$ cat src/rtl/gpio_sc_pkg.sv
package gpio_sc_pkg;
  localparam int ADDR_W = 3;

  typedef enum logic [ADDR_W-1:0] {
    RA_DIR   = 3'd0,
    RA_FSET  = 3'd1,
    RA_FCLR  = 3'd2,
    RA_PINS  = 3'd3,
    RA_MSET  = 3'd4,
    RA_MCLR  = 3'd5,
    RA_SENSE = 3'd6,
    RA_BOTH  = 3'd7
  } reg_addr_e;
endpackage

$ cat src/rtl/gpio_sc_sync.sv
module gpio_sc_sync #(
  parameter int W      = 8,
  parameter int STAGES = 2
) (
  input  logic         clk,
  input  logic         rst,
  input  logic [W-1:0] async_in,
  output logic [W-1:0] sync_out
);
  logic [W-1:0] chain [STAGES];

  generate
    for (genvar s = 0; s < STAGES; s++) begin : g_stage
      if (s == 0) begin : g_first
        always_ff @(posedge clk) begin
          if (rst) chain[s] <= '0;
          else     chain[s] <= async_in;
        end
      end else begin : g_next
        always_ff @(posedge clk) begin
          if (rst) chain[s] <= '0;
          else     chain[s] <= chain[s-1];
        end
      end
    end
  endgenerate

  assign sync_out = chain[STAGES-1];
endmodule

$ cat src/rtl/gpio_sc_flags.sv
module gpio_sc_flags #(
  parameter int W = 8
) (
  input  logic         clk,
  input  logic         rst,
  input  logic [W-1:0] lvl,
  input  logic [W-1:0] dir,
  input  logic [W-1:0] sense,
  input  logic [W-1:0] both,
  input  logic [W-1:0] sw_set,
  input  logic [W-1:0] sw_clr,
  output logic [W-1:0] flag
);
  logic [W-1:0] prev;

  always_ff @(posedge clk) begin
    if (rst) prev <= '0;
    else     prev <= lvl;
  end

  generate
    for (genvar i = 0; i < W; i++) begin : g_pin
      logic rise, fall, hw_set, any_set, nxt;

      always_comb begin
        rise    = lvl[i] & ~prev[i];
        fall    = ~lvl[i] & prev[i];
        hw_set  = ~dir[i] & sense[i] & (rise | (both[i] & fall));
        any_set = sw_set[i] | hw_set;
        if (!dir[i] && !sense[i])      nxt = lvl[i];
        else if (any_set && sw_clr[i]) nxt = flag[i];
        else if (any_set)              nxt = 1'b1;
        else if (sw_clr[i])            nxt = 1'b0;
        else                           nxt = flag[i];
      end

      always_ff @(posedge clk) begin
        if (rst) flag[i] <= 1'b0;
        else     flag[i] <= nxt;
      end
    end
  endgenerate
endmodule

$ cat src/rtl/gpio_sc_regs.sv
module gpio_sc_regs
  import gpio_sc_pkg::*;
#(
  parameter int W = 8
) (
  input  logic              clk,
  input  logic              rst,
  input  logic [ADDR_W-1:0] bus_addr,
  input  logic              bus_wen,
  input  logic [W-1:0]      bus_wdata,
  input  logic              bus_ren,
  input  logic [W-1:0]      flag,
  input  logic [W-1:0]      lvl,
  output logic [W-1:0]      bus_rdata,
  output logic [W-1:0]      dir_q,
  output logic [W-1:0]      mask_q,
  output logic [W-1:0]      sense_q,
  output logic [W-1:0]      both_q,
  output logic [W-1:0]      sw_set,
  output logic [W-1:0]      sw_clr
);
  reg_addr_e    addr;
  logic [W-1:0] rd_mux;

  assign addr   = reg_addr_e'(bus_addr);
  assign sw_set = (bus_wen && addr == RA_FSET) ? bus_wdata : '0;
  assign sw_clr = (bus_wen && addr == RA_FCLR) ? bus_wdata : '0;

  always_ff @(posedge clk) begin
    if (rst) begin
      dir_q   <= '0;
      mask_q  <= '0;
      sense_q <= '0;
      both_q  <= '0;
    end else if (bus_wen) begin
      case (addr)
        RA_DIR:   dir_q   <= bus_wdata;
        RA_MSET:  mask_q  <= mask_q | bus_wdata;
        RA_MCLR:  mask_q  <= mask_q & ~bus_wdata;
        RA_SENSE: sense_q <= bus_wdata;
        RA_BOTH:  both_q  <= bus_wdata;
        default:  ;
      endcase
    end
  end

  always_comb begin
    case (addr)
      RA_DIR:           rd_mux = dir_q;
      RA_FSET, RA_FCLR: rd_mux = flag;
      RA_PINS:          rd_mux = lvl;
      RA_MSET, RA_MCLR: rd_mux = mask_q;
      RA_SENSE:         rd_mux = sense_q;
      default:          rd_mux = both_q;
    endcase
  end

  always_ff @(posedge clk) begin
    if (rst)          bus_rdata <= '0;
    else if (bus_ren) bus_rdata <= rd_mux;
  end
endmodule

$ cat src/rtl/gpio_setclr_bank.sv
module gpio_setclr_bank
  import gpio_sc_pkg::*;
#(
  parameter int NPIN        = 8,
  parameter int SYNC_STAGES = 2
) (
  input  logic              clk,
  input  logic              rst,
  input  logic [ADDR_W-1:0] bus_addr,
  input  logic              bus_wen,
  input  logic [NPIN-1:0]   bus_wdata,
  input  logic              bus_ren,
  output logic [NPIN-1:0]   bus_rdata,
  input  logic [NPIN-1:0]   pin_in,
  output logic [NPIN-1:0]   pin_out,
  output logic [NPIN-1:0]   pin_oe,
  output logic              irq
);
  logic [NPIN-1:0] lvl, flag_q, dir_q, mask_q, sense_q, both_q, sw_set, sw_clr;

  gpio_sc_sync #(.W(NPIN), .STAGES(SYNC_STAGES)) u_sync (
    .clk(clk), .rst(rst), .async_in(pin_in), .sync_out(lvl)
  );

  gpio_sc_regs #(.W(NPIN)) u_regs (
    .clk(clk), .rst(rst), .bus_addr(bus_addr), .bus_wen(bus_wen),
    .bus_wdata(bus_wdata), .bus_ren(bus_ren), .flag(flag_q), .lvl(lvl),
    .bus_rdata(bus_rdata), .dir_q(dir_q), .mask_q(mask_q),
    .sense_q(sense_q), .both_q(both_q), .sw_set(sw_set), .sw_clr(sw_clr)
  );

  gpio_sc_flags #(.W(NPIN)) u_flags (
    .clk(clk), .rst(rst), .lvl(lvl), .dir(dir_q), .sense(sense_q),
    .both(both_q), .sw_set(sw_set), .sw_clr(sw_clr), .flag(flag_q)
  );

  always_ff @(posedge clk) begin
    if (rst) irq <= 1'b0;
    else     irq <= |(flag_q & mask_q);
  end

  assign pin_out = flag_q;
  assign pin_oe  = dir_q;
endmodule

$ cat config.mk
export PLATFORM = sky130hd
export DESIGN_NAME = gpio_setclr_bank
export DESIGN_NICKNAME = d
export VERILOG_FILES = /design/src/rtl/gpio_sc_pkg.sv /design/src/rtl/gpio_sc_sync.sv /design/src/rtl/gpio_sc_flags.sv /design/src/rtl/gpio_sc_regs.sv /design/src/rtl/gpio_setclr_bank.sv
export SDC_FILE = /design/constraint.sdc
export NUM_CORES = 1
export LEC_CHECK = 0
export BUFFER_PORTS_ARGS = -buffer_cell sky130_fd_sc_hd__buf_2
export CAP_MARGIN = 25
export CELL_PAD_IN_SITES_DETAIL_PLACEMENT = 1
export CELL_PAD_IN_SITES_GLOBAL_PLACEMENT = 1
export CORE_MARGIN = 5
export CORE_UTILIZATION = 45
export CTS_BUF_LIST = sky130_fd_sc_hd__clkbuf_4
export CTS_CLUSTER_DIAMETER = 30
export CTS_CLUSTER_SIZE = 24
export DETAILED_ROUTE_END_ITERATION = 7
export MAX_ROUTING_LAYER = met4
export PLACE_DENSITY = 0.92
export SYNTH_ARGS = -nofsm -noshare
export SYNTH_HDL_FRONTEND = slang
export SYNTH_HIERARCHICAL = 1
export SYNTH_SLANG_ARGS = --single-unit
$ cat constraint.sdc
create_clock -name clk -period 2.2 [get_ports clk]
set_clock_uncertainty 0.2 [all_clocks]
set_input_delay 0.33 -clock clk [delete_from_list [all_inputs] [get_ports clk]]
set_output_delay 0.33 -clock clk [all_outputs]
set_load 0.005 [all_outputs]
# Yosys cells after proc, flatten, opt, wreduce, memory -nomap -nowiden
# Memory sizes are Yosys's and may differ from the RTL's.
# Cells that the tools add are included.
totals:
  reg_bits: 57
  ram_bits: 16
  inputBits: 23
  out_inout_bits: 25
  elab_cells: 217
  mem_count: 1
classes:
  n_eq_ne: 15
  mux: 41
  bitwise_logic: 86
  n_reduce_logical: 59
mem_list:
  columns: ["memory", "words", "width", "read_ports", "rd_clocked_by_memory_dff", "wr", "line_no", "rtl"]
  rows:
  - ["u_sync.chain", 2, 8, 2, 0, 2, "gpio_sc_sync.sv:10", "logic [W-1:0] chain [STAGES];"]
ops:
  columns: ["operator", "n"]
  rows:
  - ["1-bit bitwise AND", 40]
  - ["8-bit case mux with 5 select lines", 1]
  - ["1-bit two-way mux", 35]
  - ["8-bit two-way mux", 4]
  - ["1-bit NOT", 24]
  - ["2-bit AND reduction", 12]
  - ["3-bit nonzero test", 8]
  - ["1-bit logical AND", 18]
  - ["1-bit OR", 18]
  - ["8-bit bitwise AND", 2]
  - ["1-bit zero test", 16]
  - ["2-bit by 1-bit != test with 1-bit output, second input constant", 8]
  - ["8-bit case mux with 2 select lines", 1]
  - ["3-bit equality test, second input constant", 4]
  - ["8-bit NOT", 1]
  - ["8-bit OR", 1]
  - ["8-bit OR reduction", 1]
  - ["3-bit by 2-bit equality test with 1-bit output, second input constant", 2]
  - ["2-bit OR reduction", 2]
  - ["3-bit by 1-bit equality test with 1-bit output, second input constant", 1]
  - ["3-bit zero test", 1]
  - ["2-bit nonzero test", 1]

# Longest topological paths before layout
depth:
  depth_word: 9
  ltp_mapped: 7
  depth_no_buf: 5

# Hierarchy
# The synthesis kept the hierarchy.
modules_own_cells:
  columns: ["module", "n_inst", "cells_per_inst", "area_per_inst_um2", "seq_area_each_um2"]
  rows:
  - ["gpio_sc_regs", 1, 234, 2005.7, 800.8]
  - ["gpio_sc_flags", 1, 97, 855.8, 320.3]
  - ["gpio_sc_sync", 1, 33, 464.2, 320.3]
  - ["gpio_setclr_bank", 1, 6, 58.8, 20.0]

# Worst setup path before layout
# OpenSTA, ideal clock, no wires.
synth_timing:
  path_kind: "input to register"
  start: "input bus_addr[1]"
  end: "register u_flags.flag[0]"
  setup_ns: 0.103
  t_arrival_ns: 1.448
  t_required_ns: 1.897
  path_slack_ns: 0.449
  cell_stages: 7
  path_buffers: 2
  path_cell_list: "buf_6 > buf_6 > and4bb_1 > and2_1 > inv_1 > a21oi_1 > a2111oi_2"
synth_via:
  word_cells_on_any_way: 14
  classes_between: "3 x eq/ne; 5 x mux; 1 x bitwise; 5 x reduce/logical"
synth_rtl:
  columns: ["element", "line_no", "rtl"]
  rows:
  - ["start: declaration", "gpio_setclr_bank.sv:9", "input logic [ADDR_W-1:0] bus_addr,"]
  - ["3-bit by 2-bit equality test with 1-bit output *", "gpio_sc_regs.sv:27", "assign sw_clr = (bus_wen && addr == RA_FCLR) ? bus_wdata : '0;"]
  - ["1-bit logical AND *", "gpio_sc_regs.sv:27", null]
  - ["8-bit two-way mux *", "gpio_sc_regs.sv:27", null]
  - ["net sw_clr[0]", "gpio_setclr_bank.sv:19", "logic [NPIN-1:0] lvl, flag_q, dir_q, mask_q, sense_q, both_q, sw_set, sw_clr;"]
  - ["1-bit logical AND", "gpio_sc_flags.sv:31", "else if (any_set && sw_clr[i]) nxt = flag[i];"]
  - ["2-bit by 1-bit != test with 1-bit output (no line)", null, null]
  - ["2-bit AND reduction (no line) *", null, null]
  - ["end signal: indexed assignment", "gpio_sc_flags.sv:39", "else flag[i] <= nxt;"]
  - ["end: declaration", "gpio_sc_flags.sv:12", "output logic [W-1:0] flag"]
# The timed path passes the listed nets; every way through them passes the cells marked *. The select of a mux whose other input is x is not followed.
# A chain may end at the register's enable or synchronous reset.

# Worst setup path after layout
layout_timing:
  start: "input bus_addr[0]"
  end: "register u_flags.flag[0]"
# The elaborated chain is that of the path after synthesis.

==> impl_metrics.json <==
{
  "via_count": 3243,
  "setup_tns_ps": 0,
  "relSlewSlack_pct": 61.3,
  "grt_max_degree": 61,
  "yosysTopAreaCell": "dfxtp_1",
  "met2_usage_pct": 37.6,
  "yosys-top-cells-count": "dfxtp_1, nand2_1, a21oi_1, nor2_1",
  "ys_top_cells_by_area": "dfxtp_1, nand2_1, a21oi_1",
  "reg2reg_slack_ps": 690,
  "cts_tree": "done",
  "grt_pass1_vias": 3308,
  "power.total_uw": 2390,
  "area_delta_synth_final_pct": 17.4,
  "syn_nets": 393,
  "tightest_slew_ps": 579,
  "dr.pass1.iters": 5,
  "hp-start": "bus_addr[2]",
  "p_leak_uw": 0.00145,
  "fp.dieW_um": 96.7,
  "ys_ff_latch": 73,
  "yosysSeqAreaShare_pct": 43.2,
  "run_status": "completed",
  "antenna_found_initial": 0,
  "drive_above_1_share_pct": 23.9,
  "viasPerCell": 6.03,
  "clk_pin_slew_ps": 120,
  "use_met3_pct": 3.88,
  "fillCellCount": 898,
  "min_to": "u_regs/bus_rdata[4]$_SDFFE_PP0P_",
  "numCtsBuffers": 9,
  "core_area_mm2": 0.00729,
  "cellPowerDensity_mw_per_mm2": 602,
  "rsz0062_at_grt": "no",
  "start_util_pct": 46.4,
  "grt.busiest_layer": "met2",
  "post_dp_cell_area_mm2": 0.00370,
  "cp-start-kind": "primary input",
  "fmaxAchievable_mhz": 607,
  "wl_per_cell_um": 20.0,
  "met1_usage_pct": 30.1,
  "cp.arrival_ps": 1760,
  "grt_usage_pct": 23.8,
  "setup_viol": 0,
  "cts_setup_buffers": 0,
  "route.detailed.drc": 0,
  "die_area_mm2": 0.00936,
  "netlist_instances": 370,
  "period_share_pct": 74.9,
  "std_cell_rows": 31,
  "whs_path_depth": 4,
  "final_util_pct": 54.5,
  "ys_warn_count": 6,
  "clock_latency_ps": 420,
  "hp-class": "primary input to flip-flop",
  "io_pins": 48,
  "vdd_drop_max_uv": 302,
  "synth_most_common_cell": "dfxtp_1",
  "finalNetCount": 457,
  "gp_congestion": 0.809,
  "crit-reg2reg-launch": "u_sync/chain[1][0]$_SDFF_PP0_",
  "synthArstFlopShare_pct": 0,
  "cts_root_buffer": "clkbuf_4",
  "crit_path_end_kind": "flip-flop",
  "critical_path_required_ps": 2310,
  "synth_top_area_share_pct": 43.2,
  "crit_type": "primary input to flip-flop",
  "synth_edf_count": 0,
  "yosysUniqueCellTypes": 40,
  "final_area_mm2": 0.00397,
  "dp_hpwl_um": 7000,
  "port_buffers": 47,
  "ant_nets": 0,
  "crit_fanout": 13,
  "drt_iter0_markers": 235,
  "fin_crit_ps": 1650,
  "routed_wl_um": 10700,
  "slew_violations": 0,
  "grt_pass1_wl_um": 17400,
  "r2r_end": "u_flags/flag[0]$_SDFFE_PP0P_",
  "grt-ovfl-total": 0,
  "r2r_cells": 3,
  "cts_buffer_depth": 2,
  "die_y_um": 96.7,
  "hold_viol": 0,
  "clock_sinks": 73,
  "avgSynthCellArea_um2": 9.15,
  "cts_max_level": 3,
  "hold_slack_ps": 219,
  "synth_area_mm2": 0.00338,
  "diodes": 0,
  "max_cap_violations": 0,
  "synthFlopType": "dfxtp_1"
}
-- logic make-up after synthesis --
| family | synth area share (%) |
|---|---|
| buf+inv | 4.92 |
| compound gates | 22.4 |
| xor+xnor | 0.813 |
| simple gates | 26.0 |
| flops | 43.2 |
| mux | 2.66 |
-- per-layer routing --
layer	part of all wire [%]	routed length [µm]	vias up
met2	48	5180	160
met4	1.7	183	0
li1	-	-	1476
met5	0	0	-
met3	7.7	825	26
met1	42	4540	1581
-- how the worst max path moves through the flow --
stage	start	to	cells after the start	slack (ps)
5_1_grt	rst	u_regs/bus_rdata[2]$_SDFFE_PP0P_	5	500
6_report	bus_addr[0]	u_flags/flag[0]$_SDFFE_PP0P_	6	550
3_5_place_dp	bus_addr[0]	u_flags/flag[0]$_SDFFE_PP0P_	6	190
4_1_cts	rst	u_regs/bus_rdata[2]$_SDFFE_PP0P_	5	580
2_1_floorplan	bus_addr[1]	u_flags/flag[0]$_SDFFE_PP0P_	7	450
3_3_place_gp	bus_addr[0]	u_flags/flag[0]$_SDFFE_PP0P_	6	280
-- repair_timing --
| item | 4_1_cts | 5_1_grt |
|---|---|---|
| resized for setup | 0 | 0 |
| hold buffers | 17 | 0 |
| endpoints found under the setup margin | 0 | 0 |
| endpoints found under the hold margin | 22 | 0 |
-- metrics by stage --
| stage | worst slack (ps) | std cells |
|---|---|---|
| final | 552 | 538 |
| after global routing | 497 | 538 |
| after CTS | 575 | 538 |
| after detailed placement | 191 | 505 |
| after global placement | 280 | 505 |
| after floorplan | 449 | 370 |
-- worst max-delay path, stage by stage --
cell       delay, ps
buf_2            300
and4bb_1         350
and2_1           210
inv_1             80
a21oi_1          100
a2111oi_2        380
-- layout make-up --
cell class	instances	area, µm²	share of cell area, %
multi-input cells	267	1760	44.2
well taps	99	124	3.12
clock buffers	10	75.1	1.89
flip-flops and latches	73	1460	36.8
clock inverters	6	25.0	0.630
repair buffers	72	490	12.3
inverters	11	41.3	1.04
-- power breakdown --
group          internal (µW)  switching, µW
Sequential              1360           35.0
Combinational            134            172
Clock                    227            465
Total                   1720            672
-- cells in the final DEF, fill, tap and decap left out, drive strengths merged --
cell,count
nor2,24
and4bb,2
a31oi,8
dlygate4sd3,17
a22oi,4
a311o,8
and2b,6
a32oi,8
and2,16
inv,11
buf,55
clkinv,6
and4,1
a41oi,1
mux2,8
and3b,1
or4b,1
nand2b,8
xor2,1
dfxtp,73
o221ai,8
nand4b,1
clkbuf,10
a211oi,8
nor4b,1
nor2b,18
a21oi,40
nor3,17
nand4,2
and4b,2
a2bb2oi,8
a2111oi,8
nand2,57
Note: power is estimated with default switching activity, not from simulation.
